<file path="src/rtl/gp_regfile.sv">
module gp_regfile #(
  parameter int NREG = 16
) (
  input  logic        clk,
  input  logic        rst_n,
  input  logic [3:0]  rd0_idx,
  input  logic [1:0]  rd0_size,
  input  logic        rd0_ext,
  output logic [63:0] rd0_data,
  input  logic [3:0]  rd1_idx,
  input  logic [1:0]  rd1_size,
  input  logic        rd1_ext,
  output logic [63:0] rd1_data,
  input  logic        wr_en,
  input  logic [3:0]  wr_idx,
  input  logic [1:0]  wr_size,
  input  logic        wr_ext,
  input  logic [63:0] wr_data
);
  localparam int XW = 64;
  localparam int IW = $clog2(NREG);
  localparam logic [1:0] SZ8  = 2'd0;
  localparam logic [1:0] SZ16 = 2'd1;
  localparam logic [1:0] SZ32 = 2'd2;

  logic [XW-1:0] rf [NREG];

  function automatic logic [IW-1:0] target(input logic [3:0] code, input logic [1:0] size,
                                           input logic ext);
    if (size == SZ8 && !ext) return IW'(code[1:0]);
    return IW'(code);
  endfunction

  function automatic logic is_high(input logic [3:0] code, input logic [1:0] size,
                                   input logic ext);
    return size == SZ8 && !ext && code[2];
  endfunction

  function automatic logic [XW-1:0] rd_fn(input logic [3:0] code, input logic [1:0] size,
                                          input logic ext);
    logic [XW-1:0] v;
    v = rf[target(code, size, ext)];
    case (size)
      SZ8:     return is_high(code, size, ext) ? {56'h0, v[15:8]} : {56'h0, v[7:0]};
      SZ16:    return {48'h0, v[15:0]};
      SZ32:    return {32'h0, v[31:0]};
      default: return v;
    endcase
  endfunction

  assign rd0_data = rd_fn(rd0_idx, rd0_size, rd0_ext);
  assign rd1_data = rd_fn(rd1_idx, rd1_size, rd1_ext);

  logic [IW-1:0] wsel;
  logic [XW-1:0] wold, wnext;

  assign wsel = target(wr_idx, wr_size, wr_ext);
  assign wold = rf[wsel];

  always_comb begin
    case (wr_size)
      SZ8:     wnext = is_high(wr_idx, wr_size, wr_ext) ?
                       {wold[63:16], wr_data[7:0], wold[7:0]} :
                       {wold[63:8], wr_data[7:0]};
      SZ16:    wnext = {wold[63:16], wr_data[15:0]};
      SZ32:    wnext = {32'h0, wr_data[31:0]};
      default: wnext = wr_data;
    endcase
  end

  always_ff @(posedge clk or negedge rst_n) begin
    if (!rst_n) begin
      for (int i = 0; i < NREG; i++) rf[i] <= '0;
    end else if (wr_en) begin
      rf[wsel] <= wnext;
    end
  end
endmodule

</file>
<file path="config.mk">
export PLATFORM = sky130hd
export DESIGN_NAME = gp_regfile
export DESIGN_NICKNAME = d
export VERILOG_FILES = /design/src/rtl/gp_regfile.sv
export SDC_FILE = /design/constraint.sdc
export NUM_CORES = 2
export LEC_CHECK = 0
export BUFFER_PORTS_ARGS = -buffer_cell sky130_fd_sc_hd__buf_2
export CORE_MARGIN = 2
export CORE_UTILIZATION = 63
export DETAILED_ROUTE_END_ITERATION = 10
export GPL_ROUTABILITY_DRIVEN = 0
export PLACE_DENSITY = 0.83
export SLEW_MARGIN = 20
export SYNTH_ARGS = -nofsm -noshare
export SYNTH_HDL_FRONTEND = slang
export SYNTH_SLANG_ARGS = --single-unit
</file>
<file path="constraint.sdc">
create_clock -name clk -period 4.4 [get_ports clk]
set_input_delay 1.1 -clock clk [delete_from_list [all_inputs] [get_ports clk]]
set_output_delay 1.1 -clock clk [all_outputs]
set_load 0.03 [all_outputs]
</file>
[Word level (Yosys, flattened, before mapping)]
Cells that the tools add are included.
Storage, ports and cells
  register bits after elaboration: 1024
  input bits: 88
  output and inout port bits: 128
  word-level logic and storage cells: 69
Operators by class
  order comparisons: 4
  equal/unequal tests: 6
  muxes and demuxes: 27
  bitwise operators: 3
  reductions and logical operators: 13
Operators by type and width (number)
  bitwise mux 1024 bit: 1
  binary-select mux 64 bit (select 4 bit): 3
  case mux 64 bit (3 select lines): 3
  2-to-1 mux 64 bit: 7
  demux 64 bit (select 4 bit): 1
  2-to-1 mux 4 bit: 6
  2-to-1 mux 16 bit: 1
  2-to-1 mux 8 bit: 2
  greater-or-equal comparator 5 bit (second input constant): 3
  inverter 4 -> 5 bit: 3
  logical AND 1 bit: 7
  equality test 2 x 1 -> 1 bit (second input constant): 3
  equality test 2 bit (second input constant): 3
  zero test 2 bit: 3
  < comparator 5 x 1 -> 1 bit (second input constant): 1
  zero test 1 bit: 3
  2-to-1 mux 1 bit: 3

[Depth between registers and ports, before layout]
  word-level depth: 11
  gate-level depth with buffers: 10
  depth with buffers taken out: 4

[Worst setup path before layout]
Ideal clock, no wire load.
  path type: in2out
  from: in rd0_size[1]
  to: out rd0_data[54]
  data arrival time: 3186 ps
  path slack: 114 ps
  stages: 6
  buffers on the path: 3
  cell sequence: o31ai_1 > buf_2 > buf_2 > clkbuf_1 > a211oi_1 > a211oi_1
Between the ends
  cells in the longest elaborated chain, start to end: 9
  elaborated cells between the ends (all ways): 11
  classes of those cells: eq/ne (2); mux (6); bitwise (1); reduce/logical (2)
Ends and longest elaborated chain
  from (decl): line 7  | input logic [1:0] rd0_size,
  zero test 2 bit: line 30, 43
  logical AND 1 bit: line 30  | if (size == SZ8 && !ext) return IW'(code[1:0]);
  2-to-1 mux 1 bit: line 30
  2-to-1 mux 4 bit: line 31  | return IW'(code);
  inverter 4 -> 5 bit (not written as such): line 42  | v = rf[target(code, size, ext)];
  binary-select mux 64 bit (select 4 bit): line 42
  2-to-1 mux 64 bit (not written as such) (2 in a row): line 42
  case mux 64 bit (3 select lines) (*): line 43  | case (size)
  to (decl): line 9  | output logic [63:0] rd0_data,
Every way passes the cells marked *; elsewhere a longest branch is shown, timed or not. The select of a mux whose other input is x is not followed.

[Final worst setup path]
  from: in rd0_size[1]
  to: out rd0_data[4]
Between the ends
  cells in the longest elaborated chain, start to end: 10
  elaborated cells between the ends (all ways): 13
  classes of those cells: eq/ne (2); mux (7); bitwise (1); reduce/logical (3)
Ends and longest elaborated chain
  zero test 2 bit: line 30, 36, 43
  logical AND 1 bit: line 30, 36
  2-to-1 mux 1 bit: line 30
  2-to-1 mux 4 bit: line 31
  inverter 4 -> 5 bit (not written as such): line 42
  binary-select mux 64 bit (select 4 bit): line 42
  2-to-1 mux 64 bit (not written as such) (2 in a row): line 42
  2-to-1 mux 8 bit: line 44  | SZ8: return is_high(code, size, ext) ? {56'h0, v[15:8]} : {56'h0, v[7:0]};
  case mux 64 bit (3 select lines) (*): line 43
Marked as above.

==> impl_metrics.py <==
metrics = {
    "critical_path": {
        "worstPathArrival_ns": 3.26,
        "cpPeakStageDelay_ns": 0.34,
        "slowest_stage": "a211oi_1",
        "crit_path_end_kind": "primary output",
        "critical_path_class": "input port to primary output",
        "crit_family": "buffers and inverters",
        "cp_max_fo": 20,
        "r2r-end": "rf[541]",
        "worst_setup_path_start_kind": "input port",
        "path_buf_inv": 5,
        "rr_startpoint": "rf[669]",
        "cp.required_ns": 3.30,
        "r2r_cells": 4,
        "r2r_slack_ns": 2.22,
        "path_cells": "buf_2 > o31ai_4 > buf_12 > buf_4 > nor2b_1 > a211oi_1 > buf_4 > o221ai_1 > buf_2",
    },
    "yosys": {
        "synth-main-ff-cell": "dfrtp_1",
        "synthArstFlopShare_pct": 100,
        "ys_ff_latch": 1024,
        "synth_compound_area_share_pct": 6.47,
        "yosysTopAreaCell": "dfrtp_1",
        "synth_cell_types": 51,
        "syn_inst": 4276,
        "synthTopCellsByArea": "dfrtp_1, mux4_2, mux2_2",
        "synth_warnings": 0,
        "muxShareOfSynthArea_pct": 45.1,
        "synth_xor_area_share_pct": 0,
        "seq_area_frac_synth_pct": 40.8,
        "synth-simple-area-share_pct": 3.56,
        "synth_enable_flop_cells": 0,
        "netlist_area_um2": 62900,
        "yosys.area.top_type_share_pct": 40.8,
        "synthesis.nets": 4364,
        "avgSynthCellArea_um2": 14.7,
        "synthAdderAreaFrac_pct": 0,
        "synth_top_family_by_area": "multiplexers",
    },
    "global_route": {
        "grt_max_degree": 117,
        "grt_pass1_vias": 47161,
        "grt_pass1_wl_um": 295000,
        "use_met2_pct": 57.9,
        "grt_overflow": 0,
        "antenna_found_initial": 5,
        "grt_util_met1_pct": 51.2,
        "grtUsageTotal_pct": 38.7,
        "use_met3_pct": 12.2,
        "grt_busiest_layer": "met2",
    },
    "clock_network": {
        "cts.sinks": 1024,
        "hold_buffers": 0,
        "cts_buffer_depth": 3,
        "path_clk_slew_ns": 0.06,
        "postCtsSetupRepairBufs": 0,
        "cts_made_buffers": 109,
        "clk_latency_ns": 0.72,
        "h-tree-depth": 3,
        "cts_root_buf": "clkbuf_16",
        "tritoncts": "done",
    },
    "timing": {
        "max_freq_mhz": 230,
        "rsz0062_at_grt": "false",
        "drv_slew": 0,
        "relSlewSlack_pct": 19.6,
        "setup-violations-final": 0,
        "worst_slew_pin_slew_ns": 1.21,
        "fin_crit_ns": 4.36,
        "fin_crit_sh_pct": 99.0,
        "clock_skew_ns": 0.0409,
        "hold_viol": 0,
        "setup_tns_ns": 0,
    },
    "finish": {
        "synthToLayoutAreaGrowth_pct": 11.8,
        "nNetsFinal": 4480,
        "multi_input_area_um2": 34900,
        "seqCellArea_um2": 25600,
        "largest_register": "rf",
        "drive_gt1_share_pct": 54.1,
        "fillers": 5961,
        "largest_reg_flops": 1024,
        "reg.largest.list": "rf (1024)",
    },
    "pwr": {
        "pwr-share-comb_pct": 29.4,
        "clock_power_share_pct": 28.3,
        "vdd_ir_drop_max_mv": 0.316,
        "power.switching_mw": 10.7,
        "p_leak_nw": 29.5,
        "power.share.switching_pct": 31.4,
        "total_power_mw": 34.2,
        "power.share.sequential_pct": 42.3,
        "power_density_nw_per_um2": 486,
        "intPower_mw": 23.5,
    },
    "detailed_routing": {
        "wl_um": 195000,
        "viasPerCell": 7.81,
        "first_pass_iters": 5,
        "drtIter0Drc": 6489,
        "vias": 45050,
        "avgRoutedWirePerCell_um": 33.8,
        "drc": 0,
        "postRouteAntennaNets": 0,
    },
    "place": {
        "hpwl_um": 114000,
        "port_buffers": 215,
    },
    "floorplanning": {
        "start_util_pct": 63.8,
        "die_h_um": 320,
        "dieWidth_um": 320,
        "rows": 115,
        "core-area_um2": 98600,
        "fp.dieArea_um2": 102000,
        "io_pins": 216,
    },
    "run": {
        "cap_violations": 0,
    },
    "outcome": {
        "outcome": "complete, no violations",
    },
    "hold_path": {
        "hp-class": "input port to async pin",
    },
}
## power groups by stage
| stage | Sequential (mW) | Combinational [mW] | Clock (mW) |
|---|---|---|---|
| 2_1_floorplan | 13.5 | 7.83 | 0 |
| 3_3_place_gp | 14.1 | 9.50 | 0 |
| 3_5_place_dp | 14.4 | 9.83 | 0 |
| 4_1_cts | 14.3 | 9.94 | 9.69 |
| 5_1_grt | 14.7 | 10.6 | 10.1 |
| 6_report | 14.4 | 10.1 | 9.68 |
## cell families after synthesis
logic type	count (synthesis)
multiplexers	1785
buffers and inverters	482
AO/OA/AOI/OAI	509
AND/OR/NAND/NOR	476
flip-flops	1024
## how the worst max path moves through the flow
stage | end | startpoint | slack, ns | depth (start not counted)
after global placement | rd1_data[46] | rd1_idx[0] | 0.19 | 8
after floorplan | rd0_data[54] | rd0_size[1] | 0.11 | 6
after detailed placement | rd1_data[45] | rd1_idx[0] | 0.17 | 8
after CTS | rd1_data[46] | rd1_idx[0] | 0.11 | 8
final | rd0_data[4] | rd0_size[1] | 0.04 | 9
after global routing | rd0_data[4] | rd0_size[1] | 0.008 | 9
## final cells by class
type | instances | share of cell area [%]
inverters | 3 | 0.0160
flip-flops and latches | 1024 | 36.5
multi-input cells | 2770 | 49.7
well taps | 1287 | 2.29
clock inverters | 52 | 0.833
diodes | 2 | 0.00712
repair buffers | 484 | 6.24
clock buffers | 148 | 4.51
## routing by layer
layer,vias to the layer above,routed length [um]
met2,3603,89500
met4,12,10900
met1,23407,68600
met5,-,271
li1,17261,-
met3,767,26000
## Yosys cell counts (16+ instances only)
library cell,instances
buf_4,23
clkbuf_1,156
nor2b_1,79
mux2i_1,138
nand2_1,198
nand3_1,16
dfrtp_1,1024
o31ai_2,46
mux2_2,897
o21ai_0,17
o32ai_1,85
a211oi_1,158
mux4_2,744
buf_1,31
a21oi_1,112
nor2_1,115
o22ai_1,18
o211a_1,16
buf_2,209
and3_1,17
nor3_1,23
buf_6,55
## through the flow
stage	instance area (um^2)	util (%)	setup WS, ns	cells	hold WS [ns]
2_1_floorplan	62900	-	0.114	4276	0.462
3_3_place_gp	66400	67.4	0.186	5568	0.485
3_5_place_dp	66500	67.4	0.171	5568	0.493
4_1_cts	70200	71.2	0.107	5768	0.466
5_1_grt	70300	71.3	0.00850	5769	0.507
6_report	70300	71.3	0.0447	5770	0.456
## cell usage in the layout, fill, tap and decap left out, types with 6 or more instances in the layout
| cell | n |
|---|---|
| a31o_2 | 8 |
| clkinv_2 | 25 |
| nand3_1 | 16 |
| o41ai_4 | 9 |
| clkbuf_16 | 112 |
| dfrtp_1 | 1024 |
| buf_4 | 173 |
| buf_8 | 7 |
| a211oi_1 | 157 |
| mux2_2 | 897 |
| o221ai_1 | 7 |
| nand2_1 | 196 |
| nor3_1 | 23 |
| o21ai_0 | 17 |
| buf_12 | 97 |
| o32ai_2 | 8 |
| mux4_2 | 744 |
| o22ai_1 | 18 |
| nor2_4 | 6 |
| a22oi_1 | 8 |
| o31ai_2 | 45 |
| nor3_4 | 9 |
| a22o_1 | 7 |
| o211a_1 | 16 |
| a21oi_1 | 112 |
| bufinv_16 | 10 |
| mux2i_1 | 138 |
| clkinvlp_4 | 8 |
| clkbuf_8 | 23 |
| o32ai_1 | 85 |
| nor2_1 | 115 |
| and3_1 | 17 |
| clkbuf_1 | 13 |
| nor2b_1 | 79 |
| buf_2 | 206 |
| mux2i_2 | 6 |
## timing repair
| action | 4_1_cts | 5_1_grt |
|---|---|---|
| hold endpoints to repair | 0 | 0 |
| resized for setup | 0 | 1 |
| setup endpoints to repair | 0 | 1 |
(Power assumes the default switching activity.)
